### src/rtl/gl_pkg.sv
// Shared definitions for the gate latency programmer.
// Assumes the read-control word keeps its primary latency field at bits 7:4
// and its overflow field at bits 11:8, as the controller decodes them.
package gl_pkg;
    localparam int PRI_LSB = 4;
    localparam int OVF_LSB = 8;
    localparam int FLD_W   = 4;

    typedef enum logic [2:0] {
        ST_IDLE,
        ST_LANE,
        ST_CTLRD,
        ST_WR0,
        ST_WR1,
        ST_RBK,
        ST_DONE
    } gl_state_t;
endpackage

### src/rtl/gl_code_reduce.sv
// Reduces one lane result word to the minimum and maximum of its nonzero
// per-rank codes. Assumes rank r occupies bits r*CODE_W and up.
// Purely combinational.
module gl_code_reduce #(
    parameter int RANKS  = 4,
    parameter int CODE_W = 3
) (
    input  logic [RANKS*CODE_W-1:0] word,
    output logic                    any_valid,
    output logic [CODE_W-1:0]       code_min,
    output logic [CODE_W-1:0]       code_max
);
    logic [CODE_W-1:0] codes [RANKS];

    // Slice out one code field per rank
    for (genvar r = 0; r < RANKS; r++) begin : g_rank
        assign codes[r] = word[r*CODE_W +: CODE_W];
    end

    // Fold the nonzero codes into a min/max pair
    always_comb begin
        any_valid = 1'b0;
        code_min  = '1;
        code_max  = '0;
        for (int r = 0; r < RANKS; r++) begin
            if (codes[r] != '0) begin
                any_valid = 1'b1;
                if (codes[r] < code_min) code_min = codes[r];
                if (codes[r] > code_max) code_max = codes[r];
            end
        end
    end
endmodule

### src/rtl/gl_minmax_accum.sv
// Running minimum/maximum over the lanes of one pass.
// clr restarts the pass; upd merges one lane's result. Lanes without
// any trained rank leave the state unchanged.
module gl_minmax_accum #(
    parameter int CODE_W = 3
) (
    input  logic              clk,
    input  logic              rst_n,
    input  logic              clr,
    input  logic              upd,
    input  logic              in_any,
    input  logic [CODE_W-1:0] in_min,
    input  logic [CODE_W-1:0] in_max,
    output logic              acc_any,
    output logic [CODE_W-1:0] acc_min,
    output logic [CODE_W-1:0] acc_max
);
    // Hold the running extremes of the trained codes
    always_ff @(posedge clk) begin
        if (!rst_n || clr) begin
            acc_any <= 1'b0;
            acc_min <= '0;
            acc_max <= '0;
        end else if (upd && in_any) begin
            acc_any <= 1'b1;
            acc_min <= (!acc_any || in_min < acc_min) ? in_min : acc_min;
            acc_max <= (!acc_any || in_max > acc_max) ? in_max : acc_max;
        end
    end

    // collected extremes stay ordered
    a_r3_min_le_max: assert property (@(posedge clk) disable iff (!rst_n)
        acc_any |-> (acc_min <= acc_max));
endmodule

### src/rtl/gl_latency_fold.sv
// Adds the half-rate correction to a read-control word and re-splits the
// sum over the saturating primary field and the overflow field.
// Assumes fields at gl_pkg::PRI_LSB and gl_pkg::OVF_LSB. Combinational.
module gl_latency_fold
    import gl_pkg::*;
#(
    parameter int DATA_W = 32,
    parameter int CODE_W = 3
) (
    input  logic [DATA_W-1:0] old_word,
    input  logic [CODE_W-1:0] max_code,
    output logic [DATA_W-1:0] new_word
);
    localparam int SUM_W = FLD_W + CODE_W;
    localparam logic [SUM_W-1:0] FMAX = SUM_W'((1 << FLD_W) - 1);

    logic [SUM_W-1:0] total;
    logic [SUM_W-1:0] over;

    // Sum the existing latency and the even-rounded correction, then split
    always_comb begin
        total = SUM_W'(old_word[PRI_LSB +: FLD_W])
              + SUM_W'(old_word[OVF_LSB +: FLD_W])
              + SUM_W'({max_code[CODE_W-1:1], 1'b0});
        over     = '0;
        new_word = old_word;
        if (total > FMAX) begin
            over = total - FMAX;
            if (over > FMAX) over = FMAX;
            new_word[PRI_LSB +: FLD_W] = FMAX[FLD_W-1:0];
            new_word[OVF_LSB +: FLD_W] = over[FLD_W-1:0];
        end else begin
            new_word[PRI_LSB +: FLD_W] = total[FLD_W-1:0];
            new_word[OVF_LSB +: FLD_W] = '0;
        end
        // overflow carries a value only once the primary field is full
        a_r7_field_split: assert (new_word[OVF_LSB +: FLD_W] == '0
                                  || new_word[PRI_LSB +: FLD_W] == '1);
    end
endmodule

### src/rtl/gl_latency_programmer.sv
// Top: sequences the bus transfers of one pass. It reads each lane result,
// reads read-control register 0, writes the folded word to both
// read-control registers, reads register 1 back and pulses done.
// Assumes the slave holds bus_ack for exactly the completing cycle.
module gl_latency_programmer
    import gl_pkg::*;
#(
    parameter int DATA_W    = 32,
    parameter int ADDR_W    = 16,
    parameter int NUM_LANES = 4,
    parameter int RANKS     = 4,
    parameter int CODE_W    = 3,
    parameter int WIDTH_W   = 8,
    parameter logic [ADDR_W-1:0] LANE_BASE   = 'h0280,
    parameter logic [ADDR_W-1:0] LANE_STRIDE = 'h0080,
    parameter logic [ADDR_W-1:0] RDCTL0_ADDR = 'h0600,
    parameter logic [ADDR_W-1:0] RDCTL1_ADDR = 'h0608
) (
    input  logic               clk,
    input  logic               rst_n,
    input  logic               start,
    input  logic [WIDTH_W-1:0] data_width,
    output logic               done,
    output logic               mismatch,
    output logic               bus_req,
    output logic               bus_we,
    output logic [ADDR_W-1:0]  bus_addr,
    output logic [DATA_W-1:0]  bus_wdata,
    input  logic [DATA_W-1:0]  bus_rdata,
    input  logic               bus_ack
);
    localparam int LCNT_W = $clog2(NUM_LANES + 1);

    gl_state_t         state;
    logic [LCNT_W-1:0] lane_idx;
    logic [LCNT_W-1:0] lane_cnt;
    logic [LCNT_W-1:0] lanes_req;
    logic [DATA_W-1:0] new_word_r;
    logic [DATA_W-1:0] fold_word;
    logic              mismatch_r;
    logic              red_any, acc_any;
    logic [CODE_W-1:0] red_min, red_max, acc_min, acc_max;
    logic [WIDTH_W-1:0] lanes_w;

    // Lane count from the data width, limited to the lanes present
    always_comb begin
        lanes_w = data_width >> 3;
        if (lanes_w > WIDTH_W'(NUM_LANES)) lanes_req = LCNT_W'(NUM_LANES);
        else                               lanes_req = LCNT_W'(lanes_w);
    end

    gl_code_reduce #(.RANKS(RANKS), .CODE_W(CODE_W)) u_reduce (
        .word      (bus_rdata[RANKS*CODE_W-1:0]),
        .any_valid (red_any),
        .code_min  (red_min),
        .code_max  (red_max)
    );

    gl_minmax_accum #(.CODE_W(CODE_W)) u_accum (
        .clk     (clk),
        .rst_n   (rst_n),
        .clr     (state == ST_IDLE && start),
        .upd     (state == ST_LANE && bus_ack),
        .in_any  (red_any),
        .in_min  (red_min),
        .in_max  (red_max),
        .acc_any (acc_any),
        .acc_min (acc_min),
        .acc_max (acc_max)
    );

    gl_latency_fold #(.DATA_W(DATA_W), .CODE_W(CODE_W)) u_fold (
        .old_word (bus_rdata),
        .max_code (acc_max),
        .new_word (fold_word)
    );

    // Pass sequencer: advances on each completed transfer
    always_ff @(posedge clk) begin
        if (!rst_n) begin
            state      <= ST_IDLE;
            lane_idx   <= '0;
            lane_cnt   <= '0;
            new_word_r <= '0;
            mismatch_r <= 1'b0;
        end else begin
            case (state)
                ST_IDLE: if (start) begin
                    lane_idx   <= '0;
                    lane_cnt   <= lanes_req;
                    mismatch_r <= 1'b0;
                    state      <= (lanes_req == '0) ? ST_CTLRD : ST_LANE;
                end
                ST_LANE: if (bus_ack) begin
                    if (lane_idx + LCNT_W'(1) == lane_cnt) state <= ST_CTLRD;
                    else lane_idx <= lane_idx + LCNT_W'(1);
                end
                ST_CTLRD: if (bus_ack) begin
                    new_word_r <= fold_word;
                    mismatch_r <= acc_any && (acc_min != acc_max);
                    state      <= ST_WR0;
                end
                ST_WR0:  if (bus_ack) state <= ST_WR1;
                ST_WR1:  if (bus_ack) state <= ST_RBK;
                ST_RBK:  if (bus_ack) state <= ST_DONE;
                default: state <= ST_IDLE;
            endcase
        end
    end

    // Bus request decode from the sequencer state
    always_comb begin
        bus_req  = 1'b0;
        bus_we   = 1'b0;
        bus_addr = '0;
        case (state)
            ST_LANE: begin
                bus_req  = 1'b1;
                bus_addr = LANE_BASE + ADDR_W'(lane_idx) * LANE_STRIDE;
            end
            ST_CTLRD: begin bus_req = 1'b1; bus_addr = RDCTL0_ADDR; end
            ST_WR0:   begin bus_req = 1'b1; bus_we = 1'b1; bus_addr = RDCTL0_ADDR; end
            ST_WR1:   begin bus_req = 1'b1; bus_we = 1'b1; bus_addr = RDCTL1_ADDR; end
            ST_RBK:   begin bus_req = 1'b1; bus_addr = RDCTL1_ADDR; end
            default:  ;
        endcase
    end

    assign bus_wdata = new_word_r;
    assign done      = (state == ST_DONE);
    assign mismatch  = mismatch_r;

    // a pending request holds its command until acknowledged
    a_r9_hold_until_ack: assert property (@(posedge clk) disable iff (!rst_n)
        (bus_req && !bus_ack) |=> (bus_req && $stable(bus_addr)
                                   && $stable(bus_we) && $stable(bus_wdata)));

    // the write to register 0 is followed by the same data to register 1
    a_r8_second_write: assert property (@(posedge clk) disable iff (!rst_n)
        (bus_req && bus_ack && bus_we && bus_addr == RDCTL0_ADDR)
        |=> (bus_req && bus_we && bus_addr == RDCTL1_ADDR
             && bus_wdata == $past(bus_wdata)));

    // completion is a single-cycle pulse
    a_r8_done_pulse: assert property (@(posedge clk) disable iff (!rst_n)
        done |=> !done);
endmodule

### config.mk
export PLATFORM = sky130hd
export DESIGN_NAME = gl_latency_programmer
export DESIGN_NICKNAME = d
export VERILOG_FILES = /design/src/rtl/gl_pkg.sv /design/src/rtl/gl_code_reduce.sv /design/src/rtl/gl_minmax_accum.sv /design/src/rtl/gl_latency_fold.sv /design/src/rtl/gl_latency_programmer.sv
export SDC_FILE = /design/constraint.sdc
export NUM_CORES = 1
export LEC_CHECK = 0
export BUFFER_PORTS_ARGS = -buffer_cell sky130_fd_sc_hd__buf_2
export CORE_MARGIN = 3
export CORE_UTILIZATION = 25
export CTS_CLUSTER_DIAMETER = 50
export DETAILED_ROUTE_END_ITERATION = 8
export PLACE_DENSITY = 0.5
export SKIP_LAST_GASP = 1
export SLEW_MARGIN = 20
export SYNTH_ARGS = -nofsm -noshare
export SYNTH_HDL_FRONTEND = slang
export SYNTH_SLANG_ARGS = --single-unit
### constraint.sdc
create_clock -name clk -period 6.3 [get_ports clk]
set_input_delay 0.315 -clock clk [delete_from_list [all_inputs] [get_ports clk]]
set_output_delay 0.315 -clock clk [all_outputs]
set_load 0.005 [all_outputs]
# Yosys cells after proc, flatten, opt, wreduce, memory -nomap -nowiden
# Index checks and enable logic that the tools add are counted.
[word_totals] register_bits=49 inputBits=44 output_inout_bits=52 word_cells=112
[classes] n_addsub=5 order_cmp=13 n_eq_ne=16 n_mux=42 n_reduce_logical=28
[op_table] operator="two-way mux 3 bit" count=27
[op_table] operator="case mux 11 bit (3 select lines)" count=1
[op_table] operator="case mux 3 bit (6 select lines)" count=1
[op_table] operator="greater-than comparator 7 x 4 -> 1 bit, second input constant" count=2
[op_table] operator="inequality test 2 bit, second input constant" count=7
[op_table] operator="greater-than comparator 3 bit" count=4
[op_table] operator="less-than comparator 3 bit" count=4
[op_table] operator="nonzero test 3 bit" count=4
[op_table] operator="adder 10 x 10 -> 11 bit, first input constant" count=1
[op_table] operator="equality test 3 bit, second input constant" count=3
[op_table] operator="two-way mux 1 bit" count=8
[op_table] operator="two-way mux 8 bit" count=1
[op_table] operator="AND reduction 2 bit" count=4
[op_table] operator="adder 7 x 3 -> 7 bit" count=1
[op_table] operator="AND reduction 7 bit" count=1
[op_table] operator="subtractor 7 x 4 -> 7 bit, second input constant" count=1
[op_table] operator="equality test 3 x 2 -> 1 bit, second input constant" count=2
[op_table] operator="zero test 3 bit" count=2
[op_table] operator="case mux 3 bit (2 select lines)" count=1
[op_table] operator="OR reduction 2 bit" count=3
[op_table] operator="adder 4 x 4 -> 5 bit" count=1
[op_table] operator="greater-than comparator 5 x 3 -> 1 bit, second input constant" count=1
[op_table] operator="OR reduction 5 bit" count=1
[op_table] operator="logical AND 1 bit" count=4
[op_table] operator="other kinds (15)" count=19

# Logic depth before layout (Yosys ltp)
# Gate-level depths: netlist of the first run.
[logic_depth] ltp_word=15 depth_mapped=27 ltp_nobuf=27

# Modules after synthesis
# From an unflattened synthesis of the first run, not the netlist that was laid out.
[unflattened] hier_cells=484 hier_area_um2=3928.8
[modules_own_cells] module="gl_latency_programmer" instances=1 cells_per_inst=247 area_each_um2=2084.5 seq_area_each_um2=840.8
[modules_own_cells] module="gl_code_reduce" instances=1 cells_per_inst=94 area_each_um2=711.9 seq_area_each_um2=0.0
[modules_own_cells] module="gl_latency_fold" instances=1 cells_per_inst=92 area_each_um2=664.4 seq_area_each_um2=0.0
[modules_own_cells] module="gl_minmax_accum" instances=1 cells_per_inst=51 area_each_um2=467.9 seq_area_each_um2=140.1

# Least setup slack after synthesis of the first run
# Ideal clock, no wire load.
[synth_timing] path_type="input to register" from="input bus_rdata[2]" to="register u_accum.acc_min[0]" setup_ns=0.063 arrival_ns=4.964 path_slack_ns=1.273 cell_stages=25 path_buffers=0 cell_sequence="o21bai_1 ha_1 nor2b_1 or3_1 o21a_1 or2_2 ha_1 or2b_1 nand3_1 o32a_1 o32ai_1 inv_1 ha_1 and2b_4 nor3_1 o21ai_0 a311o_1 o21a_1 ha_1 o21a_1 o21ai_0 o21ai_0 a21oi_2 mux2_4 nor2_2"
[synth_via] elab_chain_len=15 word_cells_on_any_way=21 cone_classes="order compare: 5; mux: 12; reduce/logical: 4"
[synth_rtl] item="start, declared" line="gl_latency_programmer.sv:29" source="input logic [DATA_W-1:0] bus_rdata,"
[synth_rtl] item="less-than comparator 3 bit" line="gl_code_reduce.sv:28" source="if (codes[r] < code_min) code_min = codes[r];"
[synth_rtl] item="two-way mux 3 bit" line="gl_code_reduce.sv:28"
[synth_rtl] item="two-way mux 3 bit *" line="gl_code_reduce.sv:26" source="if (codes[r] != '0) begin"
[synth_rtl] item="less-than comparator 3 bit" line="gl_code_reduce.sv:28"
[synth_rtl] item="two-way mux 3 bit" line="gl_code_reduce.sv:28"
[synth_rtl] item="two-way mux 3 bit *" line="gl_code_reduce.sv:26"
[synth_rtl] item="less-than comparator 3 bit" line="gl_code_reduce.sv:28"
[synth_rtl] item="two-way mux 3 bit" line="gl_code_reduce.sv:28"
[synth_rtl] item="two-way mux 3 bit *" line="gl_code_reduce.sv:26"
[synth_rtl] item="less-than comparator 3 bit" line="gl_code_reduce.sv:28"
[synth_rtl] item="two-way mux 3 bit" line="gl_code_reduce.sv:28"
[synth_rtl] item="two-way mux 3 bit *" line="gl_code_reduce.sv:26"
[synth_rtl] item="net red_min[1]" line="gl_latency_programmer.sv:42" source="logic [CODE_W-1:0] red_min, red_max, acc_min, acc_max;"
[synth_rtl] item="less-than comparator 3 bit *" line="gl_minmax_accum.sv:26" source="acc_min <= (!acc_any || in_min < acc_min) ? in_min : acc_min;"
[synth_rtl] item="logical OR 1 bit *" line="gl_minmax_accum.sv:26"
[synth_rtl] item="AND reduction 2 bit (no source line) *"
[synth_rtl] item="end signal, assigned" line="gl_minmax_accum.sv:26"
[synth_rtl] item="end, declared" line="gl_minmax_accum.sv:15" source="output logic [CODE_W-1:0] acc_min,"
# The timed path passes the listed nets; every way through them passes the cells marked *.
# A chain may end at the register's enable or synchronous reset.

# Worst setup path after layout of the first run
[layout_timing] from="input bus_rdata[1]" to="register u_accum.acc_max[1]"
[layout_via] elab_chain_len=15 word_cells_on_any_way=21 cone_classes="order compare: 5; mux: 12; reduce/logical: 4"
[layout_rtl] item="greater-than comparator 3 x 1 -> 1 bit" line="gl_code_reduce.sv:29" source="if (codes[r] > code_max) code_max = codes[r];"
[layout_rtl] item="two-way mux 3 bit" line="gl_code_reduce.sv:29"
[layout_rtl] item="two-way mux 3 bit" line="gl_code_reduce.sv:26"
[layout_rtl] item="greater-than comparator 3 bit" line="gl_code_reduce.sv:29"
[layout_rtl] item="two-way mux 3 bit" line="gl_code_reduce.sv:29"
[layout_rtl] item="two-way mux 3 bit" line="gl_code_reduce.sv:26"
[layout_rtl] item="greater-than comparator 3 bit" line="gl_code_reduce.sv:29"
[layout_rtl] item="two-way mux 3 bit" line="gl_code_reduce.sv:29"
[layout_rtl] item="two-way mux 3 bit" line="gl_code_reduce.sv:26"
[layout_rtl] item="greater-than comparator 3 bit" line="gl_code_reduce.sv:29"
[layout_rtl] item="two-way mux 3 bit" line="gl_code_reduce.sv:29"
[layout_rtl] item="two-way mux 3 bit" line="gl_code_reduce.sv:26"
[layout_rtl] item="greater-than comparator 3 bit" line="gl_minmax_accum.sv:27" source="acc_max <= (!acc_any || in_max > acc_max) ? in_max : acc_max;"
[layout_rtl] item="logical OR 1 bit" line="gl_minmax_accum.sv:27"
[layout_rtl] item="AND reduction 2 bit (no source line)"
[layout_rtl] item="end signal, assigned" line="gl_minmax_accum.sv:27"
[layout_rtl] item="end, declared" line="gl_minmax_accum.sv:16" source="output logic [CODE_W-1:0] acc_max"
# Parallel ways exist; a longest one is shown, timed or not.

==> flow_metrics.py, run 1 <==
metrics = {
    "cells_and_area": {
        "nNetsFinal": 615,
        "drive_above_1_share_pct": 20.0,
        "nFillCells": 1503,
        "area_growth_pct": 19.3,
        "antenna_cells": 0,
        "final_cells": 719,
        "final-seq-area_sq_um": 981,
        "multi_input_area_sq_mm": 0.00248,
    },
    "worst_setup_path": {
        "endpoint_kind": "register",
        "r2r_slack_ns": 3.56,
        "path_max_fanout": 7,
        "critPathKind": "primary input to register",
        "worstPathArrival_ns": 5.76,
        "crit_path_start_kind": "primary input",
        "ff2ff_path_depth": 9,
        "worst_ep_required_time_ns": 6.46,
    },
    "logic_synthesis": {
        "synthArstFlopShare_pct": 0,
        "ys.flop_type": "dfxtp_1",
        "synthTopCellsByArea": "dfxtp_1, ha_1, a21boi_0",
        "synth_edf_count": 0,
        "synth_top_cell_area_share_pct": 26.6,
        "synth_cell_types": 71,
        "avgSynthCellArea_sq_um": 7.87,
        "netlist_instances": 468,
        "syn_area_sq_mm": 0.00368,
        "yosysWarnings": 0,
        "ys_seq_area_share_pct": 26.6,
        "synth_area_leader_cell": "dfxtp_1",
        "synth-seq-cells": 49,
    },
    "clock_network": {
        "cts-buffers-inserted": 5,
        "cts.htree.levels": 2,
        "cts_max_path_buffers": 2,
        "clock-root-buffer": "clkbuf_16",
        "cts_setup_buffers": 0,
        "tritoncts": "yes",
        "cts_resized": 0,
        "clk-insertion-delay-late_ns": 0.29,
        "clk_pin_slew_ns": 0.07,
        "cts.sinks": 49,
        "ctsHoldBuffers": 0,
    },
    "placed_design": {
        "place_congestion": 0.849,
        "dpl.hpwl_microns": 7710,
        "dp_cells": 711,
        "pre_cts_ws_ns": 0.411,
        "numPortBuffers": 81,
    },
    "sta": {
        "fin_crit_ns": 5.60,
        "fin_crit_sh_pct": 88.9,
        "setup_violations": 0,
        "worst_slew_pin_slew_ns": 0.677,
        "max_freq_ghz": 0.179,
        "rsz0062_at_grt": "false",
        "setup_tns_ns": 0,
        "drv_slew": 0,
        "layout_setup_ws_ns": 0.702,
        "clock_skew_ns": 0.00790,
        "slew_headroom_pct": 54.6,
        "finalHoldViolCount": 0,
    },
    "die": {
        "core_region_area_sq_mm": 0.0141,
        "die_area_sq_mm": 0.0162,
        "initial_core_util_pct": 26.0,
        "fp.dieH_microns": 127,
        "fp.dieW_microns": 127,
        "ioPinCount": 96,
        "row_count": 43,
    },
    "route": {
        "drc_errors": 0,
        "wirelength_microns": 9820,
        "vias": 3461,
        "vias_per_cell": 4.81,
        "drtIter0Drc": 108,
        "wl_per_cell_microns": 13.7,
        "dr.pass1.iters": 4,
        "ant_nets": 0,
    },
    "grt": {
        "grt_usage_pct": 11.8,
        "grt_max_degree": 46,
        "grtUsageMet2_pct": 21.7,
        "overflow": 0,
        "grt_pass1_wl_microns": 16000,
        "busiest_layer": "met2",
        "antenna_found_initial": 0,
        "grt_pass1_vias": 3441,
        "use_met3_pct": 1.51,
        "use_met1_pct": 14.5,
    },
    "power": {
        "leakagePower_nw": 1.90,
        "worst_ir_drop_vdd_mv": 0.0952,
        "power.density_mw_per_mm2": 238,
    },
    "hold_path": {
        "hold_depth": 3,
        "worstHoldPathType": "primary input to register",
    },
    "run_status": {
        "outcome": "finished, final reports clean",
    },
    "flow_run": {
        "drv_cap": 0,
    },
}
layout make-up:
type | instances | area share (%)
Multi-Input combinational cell | 373 | 56.4
Sequential cell | 49 | 22.3
Timing Repair Buffer | 83 | 9.57
Tap cell | 180 | 5.13
Clock buffer | 5 | 2.85
Inverter | 26 | 2.22
Clock inverter | 3 | 1.48
per-layer routing:
metal,wire (microns),up-vias
li1,-,1778
met5,0,-
met3,362,4
met4,44,0
met2,4960,61
met1,4450,1618
path summary, 6_finish.rpt:
| kind | end | startpoint |
|---|---|---|
| worst max-delay path | u_accum.acc_max[1] | bus_rdata[1] |
| worst max register to register | bus_wdata[8] | u_accum.acc_max[1] |
| worst min register to register | bus_wdata[16] | bus_wdata[16] |
| worst min-delay path | bus_wdata[20] | bus_rdata[20] |
registers in the layout, indices dropped and copies added, names as in the netlist:
register	cells
u_accum.acc_max	3
u_accum.acc_min	3
state	3
u_accum.acc_any	1
lane_idx	3
lane_cnt	3
bus_wdata	32
mismatch	1
through the flow:
stage | power [mW] | hold slack [ns] | instance area (sq um) | util (%)
finish | 1.05 | 0.269 | 4390 | 31.1
global route | 1.12 | 0.269 | 4390 | 31.1
CTS | 1.06 | 0.265 | 4390 | 31.1
detailed placement | 0.711 | 0.455 | 4200 | 29.7
global placement | 0.702 | 0.450 | 4200 | 29.7
floorplan | 0.614 | 0.453 | 3720 | -
critical path, cell delays in order:
cell and delay, ns:
buf_2 0.18, inv_1 0.06, ha_1 0.28, nor2b_1 0.13, o21a_1 0.19, o211ai_1 0.29, mux2i_1 0.41, ha_1 0.32
nor2b_1 0.14, o21a_1 0.20, o211ai_1 0.27, nor2_1 0.10, a21o_1 0.17, ha_1 0.27, nor2b_1 0.11, o21ai_0 0.13
a211oi_1 0.63, a41oi_1 0.09, o21ai_1 0.17, a21boi_0 0.22, ha_1 0.26, nand3_1 0.06, o21ai_0 0.07, a21boi_1 0.37
a21boi_0 0.22, a211oi_1 0.09
power by group:
part,total [mW],internal [mW],switching (mW)
clock,0.345,0.227,0.118
combinational,0.354,0.155,0.199
sequential,0.348,0.328,0.0198
total,1.05,0.710,0.337
cell usage in the layout (no fill, tap or decap), types with 7 or more instances in the layout:
cell / instances
nor2b_1: 14
ha_1: 31
nor2_1: 25
nand3_1: 12
buf_2: 81
o21a_1: 8
nor3_1: 18
o21ai_0: 18
nand2_1: 67
a21oi_1: 17
a211oi_1: 7
xnor2_1: 9
dfxtp_1: 49
conb_1: 11
inv_1: 26
a21boi_0: 34
synthesized netlist by cell type, drive strengths merged, types with 2 or more instances:
| cell type | count |
|---|---|
| nor4 | 5 |
| dfxtp | 49 |
| nor3 | 19 |
| nand3b | 3 |
| nor2 | 26 |
| nand4b | 2 |
| or3 | 3 |
| a21oi | 18 |
| a21o | 5 |
| o31ai | 3 |
| nand3 | 12 |
| clkbuf | 18 |
| inv | 26 |
| nand2b | 6 |
| nand2 | 67 |
| fa | 2 |
| and3 | 4 |
| mux2i | 5 |
| and2 | 5 |
| or2 | 5 |
| a211o | 2 |
| mux2 | 3 |
| a31oi | 5 |
| o21a | 8 |
| buf | 12 |
| nor2b | 14 |
| a311o | 2 |
| ha | 31 |
| a21boi | 35 |
| o21ba | 3 |
| a211oi | 8 |
| a41oi | 2 |
| o211ai | 6 |
| xnor2 | 9 |
| o21ai | 21 |
kinds of logic (layout without fill, tap and decap cells):
family / after synthesis / after routing / share of synthesized area [%]
and+or+nand+nor: 178 / 178 / 23.8
AOI/OAI and AO/OA: 132 / 132 / 25.3
buffers and inverters: 56 / 117 / 7.10
DFF: 49 / 49 / 26.6
adders and majority gates: 33 / 33 / 11.6
xor gates and xnor gates: 11 / 11 / 3.02
muxes: 8 / 8 / 2.38
other: 1 / 11 / 0.102
Note: power is estimated with default switching activity, not from simulation.
==> inputs of run 2 (changes only) <==
--- a/config.mk
+++ b/config.mk
@@ -5,6 +5,7 @@
 export SDC_FILE = /design/constraint.sdc
 export NUM_CORES = 1
 export LEC_CHECK = 0
+export ABC_AREA = 1
 export BUFFER_PORTS_ARGS = -buffer_cell sky130_fd_sc_hd__buf_2
 export CORE_MARGIN = 3
 export CORE_UTILIZATION = 25
==> flow_metrics.py, run 2 <==
metrics = {
    "power": {
        "worst_ir_drop_vdd_mv": 0.104,
        "leakagePower_nw": 2.06,
        "power_mw": 1.18,
        "power.density_mw_per_mm2": 290,
    },
    "logic_synthesis": {
        "ys.flop_type": "dfxtp_1",
        "synth_area_leader_cell": "dfxtp_1",
        "synth-seq-cells": 49,
        "synth.most_common_cell": "nor2_1",
        "ys_seq_area_share_pct": 29.2,
        "synthArstFlopShare_pct": 0,
        "netlist_instances": 486,
        "yosysWarnings": 0,
        "syn_area_sq_mm": 0.00336,
        "avgSynthCellArea_sq_um": 6.92,
        "synthTopCellsByArea": "dfxtp_1, ha_1, nor2_1",
        "synth_edf_count": 0,
        "synth_top_cell_area_share_pct": 29.2,
        "synthTopCellsByCount": "nor2_1, nand2_1, inv_1",
        "synth_cell_types": 39,
    },
    "cells_and_area": {
        "largest_register_ffs": 32,
        "drive_above_1_share_pct": 23.6,
        "nFillCells": 1415,
        "nNetsFinal": 641,
        "antenna_cells": 0,
        "area_growth_pct": 21.0,
        "final_common_cell": "buf_2",
        "most-common-layout-cells": "buf_2, nor2_1, nand2_1",
    },
    "clock_network": {
        "cts_max_path_buffers": 2,
        "cts_setup_buffers": 0,
        "ctsHoldBuffers": 0,
        "cts.htree.levels": 2,
        "cts-buffers-inserted": 5,
        "cts_resized": 0,
        "tritoncts": "yes",
        "clk-insertion-delay-late_ns": 0.29,
        "cts.sinks": 49,
        "clock-root-buffer": "clkbuf_16",
        "clk_pin_slew_ns": 0.06,
    },
    "hold_path": {
        "worstHoldPathType": "primary input to register",
        "hold_depth": 3,
    },
    "sta": {
        "clock_skew_ns": 0.00697,
        "drv_slew": 0,
        "fin_crit_sh_pct": 71.0,
        "worst_slew_pin_slew_ns": 0.773,
        "finalHoldViolCount": 0,
        "fin_crit_ns": 4.47,
        "rsz0062_at_grt": "false",
        "setup_tns_ns": 0,
        "slew_headroom_pct": 48.2,
        "setup_violations": 0,
        "max_freq_ghz": 0.224,
    },
    "route": {
        "ant_nets": 0,
        "wirelength_microns": 8230,
        "vias": 3191,
        "drc_errors": 0,
        "drtIter0Drc": 131,
        "wl_per_cell_microns": 11.2,
        "vias_per_cell": 4.34,
        "dr.pass1.iters": 7,
    },
    "run_status": {
        "outcome": "finished, final reports clean",
    },
    "worst_setup_path": {
        "worstPathArrival_ns": 4.65,
        "path_max_fanout": 5,
        "slowest_delay_ns": 0.33,
        "cp_common_cell": "nand2_1",
        "worst_ep_required_time_ns": 6.48,
        "cp_slowest_cell": "ha_1",
        "critPathKind": "primary input to register",
        "endpoint_kind": "register",
        "ff2ff_path_depth": 9,
        "crit_path_start_kind": "primary input",
    },
    "grt": {
        "grt_usage_pct": 11.3,
        "grt_pass1_vias": 3255,
        "overflow": 0,
        "antenna_found_initial": 0,
        "grt_pass1_wl_microns": 14100,
        "grt_max_degree": 38,
    },
    "placed_design": {
        "place_congestion": 0.812,
        "numPortBuffers": 81,
        "dpl.hpwl_microns": 6580,
    },
    "die": {
        "fp.dieH_microns": 122,
        "row_count": 41,
        "initial_core_util_pct": 26.1,
        "die_area_sq_mm": 0.0149,
        "core_region_area_sq_mm": 0.0129,
        "fp.dieW_microns": 122,
        "ioPinCount": 96,
    },
    "flow_run": {
        "drv_cap": 0,
    },
}
-- run 2: cell types whose count changed after synthesis, sizes merged, moves of 6 or more --
cell    before  now
nand2       67   83
o21a         8    1
a21boi      35    0
inv         26   69
nor2b       14    0
nand2b       6    0
nand3       12   21
a21oi       18   36
nor3        19    6
clkbuf      18   10
o21ai       21   53
nor2        26   82
-- run 2: final cells by class --
cell class	count	area [sq um]	share of cell area, %
clock buffers	5	125	3.08
clock inverters	2	35.0	0.861
inverters	70	263	6.46
multi-input cells	356	2040	50.1
flip-flops and latches	49	981	24.1
well taps	172	215	5.29
repair buffers	82	413	10.1
-- run 2: layer usage --
| metal | share of wire [%] | vias to the layer above | GRT usage, % |
|---|---|---|---|
| met1 | 45 | 1400 | 13.9 |
| met3 | 6.1 | 11 | 2.60 |
| li1 | - | 1705 | - |
| met4 | 1.4 | 0 | 2.87 |
| met2 | 48 | 75 | 20.0 |
| met5 | 0 | - | 0 |
-- run 2: critical path: cells and delay by family --
kind | cells | cell delay, ns
adder cells (fa/ha/maj) | 4 | 1.21
buffers and inverters | 5 | 0.42
AND/OR/NAND/NOR | 14 | 1.29
AO/OA/AOI/OAI | 9 | 1.39
-- run 2: cells by family (layout without fill, tap and decap cells) --
group	after synthesis	in the layout	share of synthesized area (%)
buffers and inverters	91	159	11.4
flip-flops	49	49	29.2
other	1	11	0.112
adder cells (fa/ha/maj)	33	33	12.7
AO/OA/AOI/OAI	105	105	17.6
AND/OR/NAND/NOR	200	200	27.2
XOR/XNOR	7	7	1.82
-- run 2: path summary, 6_finish.rpt --
| check | startpoint | end | slack, ns |
|---|---|---|---|
| setup / recovery | bus_rdata[2] | u_accum.acc_max[1] | 1.83 |
| hold / removal | bus_rdata[26] | bus_wdata[26] | 0.24 |
| setup reg to reg | state[1] | bus_wdata[10] | 3.70 |
| hold reg to reg | bus_wdata[8] | bus_wdata[8] | 0.46 |
-- run 2: report_power, final --
part | total, mW | internal [mW] | switching [mW]
Combinational | 0.486 | 0.189 | 0.297
Clock | 0.296 | 0.184 | 0.112
Sequential | 0.399 | 0.361 | 0.0385
-- run 2: through the flow --
step	instances	util [%]	worst slack, ns	area, sq um	hold slack [ns]
floorplan	496	-	2.17	3400	0.450
global placement	729	30.4	1.64	3910	0.460
detailed placement	729	30.4	1.54	3910	0.459
CTS	736	31.6	1.84	4070	0.236
global route	736	31.6	1.03	4070	0.253
finish	736	31.6	1.83	4070	0.244
